### src/rtl/sfc_pkg.sv
package sfc_pkg;

    typedef enum logic {
        ST_IDLE = 1'b0,
        ST_RUN  = 1'b1
    } sfc_state_e;

    typedef struct packed {
        logic load;
        logic run;
        logic use_kr;
        logic key_swap;
    } sfc_ctrl_t;

    function automatic logic [2:0] sfc_sbox(input logic [2:0] v);
        logic [2:0] o;
        case (v)
            3'd0:    o = 3'd0;
            3'd1:    o = 3'd5;
            3'd2:    o = 3'd6;
            3'd3:    o = 3'd7;
            3'd4:    o = 3'd4;
            3'd5:    o = 3'd3;
            3'd6:    o = 3'd1;
            default: o = 3'd2;
        endcase
        return o;
    endfunction

    function automatic int sfc_default_rounds(input int n, input int b);
        return (3 * n / 4 + 2 * (n / (2 * b) + b / 2)) | 1;
    endfunction

endpackage

### src/rtl/sfc_mix.sv
module sfc_mix #(
    parameter int NB = 6,
    parameter int WB = 4
) (
    input  logic [NB*WB-1:0] x_i,
    input  logic [NB*WB-1:0] k_i,
    output logic [NB*WB-1:0] y_o
);
    import sfc_pkg::*;

    localparam int HB = NB * WB;
    localparam int NT = NB / 3;

    logic [HB-1:0] sum;
    logic [HB-1:0] sub;

    // word-wise addition, carries stay inside each word
    for (genvar w = 0; w < NB; w++) begin : g_add
        assign sum[w*WB +: WB] = x_i[w*WB +: WB] + k_i[w*WB +: WB];
    end

    // bit-sliced substitution over each word triple
    for (genvar t = 0; t < NT; t++) begin : g_tri
        for (genvar bt = 0; bt < WB; bt++) begin : g_bit
            logic [2:0] so;
            assign so = sfc_sbox({sum[(3*t+2)*WB+bt], sum[(3*t+1)*WB+bt], sum[3*t*WB+bt]});
            assign sub[3*t*WB+bt]     = so[0];
            assign sub[(3*t+1)*WB+bt] = so[1];
            assign sub[(3*t+2)*WB+bt] = so[2];
        end

        logic [WB-1:0] w_lo, w_hi;
        assign w_lo = sub[3*t*WB +: WB];
        assign w_hi = sub[(3*t+2)*WB +: WB];
        assign y_o[3*t*WB +: WB]     = {w_lo[0], w_lo[WB-1:1]};
        assign y_o[(3*t+1)*WB +: WB] = sub[(3*t+1)*WB +: WB];
        assign y_o[(3*t+2)*WB +: WB] = {w_hi[WB-2:0], w_hi[WB-1]};
    end

endmodule

### src/rtl/sfc_round.sv
module sfc_round #(
    parameter int NB = 6,
    parameter int WB = 4
) (
    input  logic [NB*WB-1:0] l_i,
    input  logic [NB*WB-1:0] r_i,
    input  logic [NB*WB-1:0] k_i,
    input  logic             enc_i,
    output logic [NB*WB-1:0] l_o,
    output logic [NB*WB-1:0] r_o
);
    localparam int HB = NB * WB;

    logic [HB-1:0] f;
    logic [HB-1:0] wrot;
    logic [HB-1:0] xdec;
    logic [HB-1:0] iwrot;

    sfc_mix #(.NB(NB), .WB(WB)) u_mix (
        .x_i (r_i),
        .k_i (k_i),
        .y_o (f)
    );

    assign xdec = l_i ^ f;

    for (genvar w = 0; w < NB; w++) begin : g_rot
        assign wrot[((w+1)%NB)*WB +: WB] = l_i[w*WB +: WB];
        assign iwrot[w*WB +: WB]         = xdec[((w+1)%NB)*WB +: WB];
    end

    assign l_o = r_i;
    assign r_o = enc_i ? (wrot ^ f) : iwrot;

endmodule

### src/rtl/sfc_keysched.sv
module sfc_keysched #(
    parameter int NB = 6,
    parameter int WB = 4,
    parameter int CW = 6
) (
    input  logic [NB*WB-1:0] kl_i,
    input  logic [NB*WB-1:0] kr_i,
    input  logic [CW-1:0]    cst_i,
    input  logic             swap_i,
    output logic [NB*WB-1:0] kl_o,
    output logic [NB*WB-1:0] kr_o
);
    localparam int HB = NB * WB;

    logic [HB-1:0] cvec;
    logic [HB-1:0] g;
    logic [HB-1:0] grot;

    if (CW >= HB) begin : g_ctrunc
        assign cvec = cst_i[HB-1:0];
    end else begin : g_cext
        assign cvec = {{(HB-CW){1'b0}}, cst_i};
    end

    sfc_mix #(.NB(NB), .WB(WB)) u_mix (
        .x_i (kr_i),
        .k_i (cvec),
        .y_o (g)
    );

    for (genvar w = 0; w < NB; w++) begin : g_rot
        assign grot[((w+1)%NB)*WB +: WB] = g[w*WB +: WB];
    end

    assign kl_o = kr_i;
    assign kr_o = swap_i ? kl_i : (kl_i ^ grot);

endmodule

### src/rtl/sfc_ctrl.sv
module sfc_ctrl #(
    parameter int NR = 53,
    parameter int CW = 6
) (
    input  logic                clk,
    input  logic                rst,
    input  logic                start_i,
    output sfc_pkg::sfc_ctrl_t  ctl_o,
    output logic [CW-1:0]       cst_o,
    output logic                done_o
);
    import sfc_pkg::*;

    localparam int HALF = (NR + 1) / 2;

    sfc_state_e    state_q;
    logic [CW-1:0] cnt_q;
    logic          done_q;

    always_ff @(posedge clk) begin
        if (rst) begin
            state_q <= ST_IDLE;
            cnt_q   <= '0;
            done_q  <= 1'b0;
        end else begin
            done_q <= 1'b0;
            case (state_q)
                ST_IDLE: begin
                    if (start_i) begin
                        state_q <= ST_RUN;
                        cnt_q   <= CW'(1);
                    end
                end
                default: begin
                    if (cnt_q == CW'(NR)) begin
                        state_q <= ST_IDLE;
                        done_q  <= 1'b1;
                    end else begin
                        cnt_q <= cnt_q + CW'(1);
                    end
                end
            endcase
        end
    end

    always_comb begin
        ctl_o.load     = (state_q == ST_IDLE) && start_i;
        ctl_o.run      = (state_q == ST_RUN);
        ctl_o.use_kr   = (cnt_q <= CW'(HALF));
        ctl_o.key_swap = (cnt_q == CW'(HALF));
        cst_o          = (cnt_q < CW'(HALF)) ? cnt_q : (CW'(NR) - cnt_q);
    end

    assign done_o = done_q;

endmodule

### src/rtl/sfc_core.sv
module sfc_core #(
    parameter int N  = 48,
    parameter int W  = 4,
    parameter int NR = sfc_pkg::sfc_default_rounds(N, W)
) (
    input  logic         clk,
    input  logic         rst,
    input  logic         start,
    input  logic         encrypt,
    input  logic [N-1:0] text_in,
    input  logic [N-1:0] key_in,
    output logic [N-1:0] result,
    output logic         done
);
    import sfc_pkg::*;

    localparam int NB = N / (2 * W);
    localparam int HB = N / 2;
    localparam int CW = $clog2(NR + 1);

    sfc_ctrl_t     ctl;
    logic [CW-1:0] cst;
    logic          busy;

    logic [HB-1:0] l_q, r_q, kl_q, kr_q;
    logic          enc_q;
    logic [HB-1:0] l_n, r_n, kl_n, kr_n, rkey;

    sfc_ctrl #(.NR(NR), .CW(CW)) u_ctrl (
        .clk     (clk),
        .rst     (rst),
        .start_i (start),
        .ctl_o   (ctl),
        .cst_o   (cst),
        .done_o  (done)
    );

    assign rkey = ctl.use_kr ? kr_q : kl_q;

    sfc_round #(.NB(NB), .WB(W)) u_round (
        .l_i   (l_q),
        .r_i   (r_q),
        .k_i   (rkey),
        .enc_i (enc_q),
        .l_o   (l_n),
        .r_o   (r_n)
    );

    sfc_keysched #(.NB(NB), .WB(W), .CW(CW)) u_key (
        .kl_i   (kl_q),
        .kr_i   (kr_q),
        .cst_i  (cst),
        .swap_i (ctl.key_swap),
        .kl_o   (kl_n),
        .kr_o   (kr_n)
    );

    always_ff @(posedge clk) begin
        if (rst) begin
            l_q   <= '0;
            r_q   <= '0;
            kl_q  <= '0;
            kr_q  <= '0;
            enc_q <= 1'b0;
        end else if (ctl.load) begin
            l_q   <= text_in[N-1:HB];
            r_q   <= text_in[HB-1:0];
            kl_q  <= key_in[N-1:HB];
            kr_q  <= key_in[HB-1:0];
            enc_q <= encrypt;
        end else if (ctl.run) begin
            l_q  <= l_n;
            r_q  <= r_n;
            kl_q <= kl_n;
            kr_q <= kr_n;
        end
    end

    assign busy   = ctl.run;
    assign result = {r_q, l_q};

endmodule

### config.mk
export PLATFORM = sky130hd
export DESIGN_NAME = sfc_core
export DESIGN_NICKNAME = d
export VERILOG_FILES = /design/src/rtl/sfc_pkg.sv /design/src/rtl/sfc_mix.sv /design/src/rtl/sfc_round.sv /design/src/rtl/sfc_keysched.sv /design/src/rtl/sfc_ctrl.sv /design/src/rtl/sfc_core.sv
export SDC_FILE = /design/constraint.sdc
export NUM_CORES = 1
export LEC_CHECK = 0
export BUFFER_PORTS_ARGS = -buffer_cell sky130_fd_sc_hd__clkbuf_2
export CORE_ASPECT_RATIO = 1.25
export CORE_MARGIN = 2
export CORE_UTILIZATION = 41
export DETAILED_ROUTE_END_ITERATION = 8
export GPL_TIMING_DRIVEN = 0
export PLACE_DENSITY = 0.69
export SLEW_MARGIN = 20
export SYNTH_ARGS = -nofsm -noshare
export SYNTH_HDL_FRONTEND = slang
export SYNTH_SLANG_ARGS = --single-unit
### constraint.sdc
create_clock -name clk -period 5.15 [get_ports clk]
set_clock_uncertainty 0.15 [all_clocks]
set_input_delay 0 -clock clk [delete_from_list [all_inputs] [get_ports clk]]
set_output_delay 0 -clock clk [all_outputs]
set_load 0.02 [all_outputs]
==> impl_metrics.csv <==
group,metric,value,unit
run_status,status,"finished clean",
route,drt_wl_total,28800,um
logic_synthesis,netlist_top_cells_count,"nor2_1, dfxtp_1, mux2i_1",
setup_path,reg2reg_from,"u_ctrl.cnt_q[2]$_SDFFE_PP0P_",
logic_synthesis,yosysMostFrequentCell,"nor2_1",
die,die_w,127,um
placed_design,dp.cells,1275,
route,wl_per_cell,20.8,um
sta,rsz0062_at_grt,"no",
sta,fmax,213,MHz
clock_tree,clockRootBuffer,"clkbuf_16",
die,initial_core_util,41.4,%
clock_tree,path_clk_slew,0.08,ns
pwr,p_total,3.20,mW
pwr,power_density,319,nW/um^2
logic_synthesis,synth_top_area_share,27.2,%
route,vias,7909,
setup_path,startpoint_type,"register",
setup_path,critPathKind,"register to register",
logic_synthesis,synthAdderAreaFrac,6.78,%
global_route,grt_max_degree,19,
die,die_h,157,um
sta,slew_headroom,36.1,%
logic_synthesis,synthArstFlopShare,0,%
global_route,grt_pass1_wl,43200,um
clock_tree,h-tree-depth,3,
setup_path,slowest_delay,0.57,ns
logic_synthesis,synth_edf_count,0,
pwr,max-vdd-ir-drop,0.231,mV
sta,fin_ws,0.446,ns
clock_tree,cts_tree,"done",
job,drv_cap,0,
sta,fin_setup_tns,0,ns
die,placementRows,56,
global_route,grt_pass1_vias,7640,
logic_synthesis,ys_seq_elements,105,
global_route,gr-total-overflow,0,
global_route,grt_usage,28.7,%
final_layout,fill_cells,1731,
logic_synthesis,synth-simple-area-share,14.9,%
sta,tightest_slew,0.958,ns
clock_tree,clock_path_buffers,2,
logic_synthesis,ys_seq_area_share,27.2,%
setup_path,cp_cell_sequence,"buf_4, a31oi_4, clkbuf_1, clkbuf_1, mux2_2, ha_1, xor2_1, mux2i_1, xor2_1, o22ai_1, a2111oi_0, o41ai_1",
final_layout,syn2layout_area_growth,30.2,%
sta,min_period,4.70,ns
route,dr.pass1.iters,5,
global_route,antenna_found_initial,0,
sta,drv_slew,0,
setup_path,path_max_fanout,10,
final_layout,final_area,10000,um^2
final_layout,fin_nets,1288,
logic_synthesis,synthXorXnorAreaFrac,14.0,%
logic_synthesis,syn_nets,1032,
logic_synthesis,syn_area_per_cell,8.62,um^2
hold_path,hp-class,"primary input to register",
sta,hold_viol,0,
placed_design,dpl_cell_area,8750,um^2
placed_design,hpwlAfterDp,21000,um
placed_design,port_buffers,148,
sta,setup_violations,0,
setup_path,r2r_cells,12,
clock_tree,post-cts-setup-buffer-count,0,
logic_synthesis,synth_ff_type,"dfxtp_1",
logic_synthesis,syn_area,7720,um^2
clock_tree,cts-buffers-inserted,9,
setup_path,slowest_stage,"clkbuf_1",
route,route.detailed.drc,0,
logic_synthesis,synth.area.top_cells,"dfxtp_1, mux2i_1, a211oi_1",
setup_path,crit_path_end_kind,"register",
logic_synthesis,syn_inst,895,
logic_synthesis,yosys.area.top_type,"dfxtp_1",
clock_tree,insertion_delay,0.37,ns
placed_design,gp_congestion,0.938,
hold_path,worstHoldStart,"text_in[22]",
die,io_pins,149,
die,core,18600,um^2
setup_path,crit_arrival,4.79,ns
final_layout,diodes,0,
die,die_area,19900,um^2
setup_path,startpoint,"u_ctrl.cnt_q[2]$_SDFFE_PP0P_",
route,viasPerCell,5.70,
route,dr.first_iter.drc_count,626,
placed_design,dp_slack,0.493,ns
logic_synthesis,ys_warn_count,0,
sta,period_share,91.3,%
logic_synthesis,synth.mux.area_fraction,12.8,%
final_layout,stdcell_count,1388,
final_layout,final_layout_size_suffix_gt1_share,17.0,%
hold_path,min_path_cells,5,
logic_synthesis,synth_top_family_by_area,"compound AO/OA/AOI/OAI gates",
logic_synthesis,synth_compound_area_share,19.9,%
pwr,power_leakage,4.56,nW
logic_synthesis,synth_cell_types,59,
setup_path,cp.required,5.24,ns
route,drtAntennaViolNets,0,
clock_tree,clock-sinks,105,
## cells in the final DEF, fill, tap and decap left out, drive strengths merged, types with 3 or more instances in the layout
cell type / instances
a211oi: 61
a21o: 6
a21oi: 67
a311oi: 24
a31oi: 3
and3: 3
buf: 20
clkbuf: 197
clkinv: 4
dfxtp: 105
dlygate4sd3: 97
fa: 8
ha: 29
inv: 27
mux2: 19
mux2i: 77
nand2: 35
nand3: 3
nand3b: 3
nor2: 116
nor2b: 36
nor3: 4
o211a: 6
o21ai: 43
o22ai: 9
or3: 26
xnor2: 37
xnor3: 13
xor2: 45
xor3: 3
## power by group
group | internal (mW) | switching, mW | leakage (nW) | total (mW)
combinational | 0.628 | 0.739 | 3.53 | 1.37
sequential | 0.901 | 0.139 | 0.868 | 1.04
clock | 0.432 | 0.363 | 0.157 | 0.795
## routing by layer
layer / GRT usage, % / wire length, um / vias up
met2: 48.3 / 13600 / 359
li1: - / - / 3720
met1: 35.7 / 11900 / 3755
met3: 3.67 / 1940 / 75
met4: 16.1 / 1420 / 0
met5: 0 / 0 / -
## metrics by stage
| stage | utilization, % | hold slack, ns |
|---|---|---|
| floorplan | - | -0.0113 |
| global placement | 46.9 | 0.0971 |
| detailed placement | 46.9 | 0.0982 |
| CTS | 53.9 | 0.0436 |
| global route | 53.9 | 0.0839 |
| finish | 53.9 | 0.0560 |
## flip-flops by register name, summed over array words and instances, names as in the netlist
name and cells:
enc_q 1, kl_q 24, u_ctrl.cnt_q 6, kr_q 24
r_q 24, u_ctrl.done_o 1, l_q 24, u_ctrl.state_q 1
## what timing repair did
| item | in CTS | in global routing |
|---|---|---|
| hold buffers | 97 | 0 |
| hold endpoints to repair | 97 | 0 |
| resized for setup | 0 | 0 |
## final cells by class
| cell class | instances | area (um^2) | share of cell area [%] |
|---|---|---|---|
| buffer | 60 | 240 | 2.39 |
| clock buffer | 9 | 225 | 2.24 |
| clock inverter | 7 | 103 | 1.02 |
| inverter | 27 | 101 | 1.01 |
| multi-input combinational | 703 | 5270 | 52.5 |
| sequential | 105 | 2100 | 20.9 |
| tap | 232 | 290 | 2.89 |
| timing repair buffer | 245 | 1710 | 17.0 |
## worst max-delay path: cells and delay by family, from the launching register on
kind | cells | cell delay, ns
multiplexers | 2 | 0.86
XOR/XNOR | 2 | 0.50
AO/OA/AOI/OAI | 4 | 1.06
flip-flops | 1 | 0.35
buffers and inverters | 3 | 1.32
adder cells (fa/ha/maj) | 1 | 0.31
## path summary, 6_finish.rpt
path	slack (ns)	to
worst max-delay path	0.45	r_q[2]$_SDFFE_PP0P_
worst min-delay path	0.06	r_q[22]$_SDFFE_PP0P_
worst max register to register	0.45	r_q[2]$_SDFFE_PP0P_
worst min register to register	0.38	kr_q[5]$_SDFFE_PP0P_
## logic make-up (layout without fill, tap and decap cells)
family / count (synthesis) / in the layout
fa+ha+maj: 37 / 37
compound gates: 232 / 232
mux: 96 / 96
simple gates: 240 / 240
xor+xnor: 98 / 98
flops: 105 / 105
buf+inv: 87 / 348
Power figures use the tool's default switching activity.
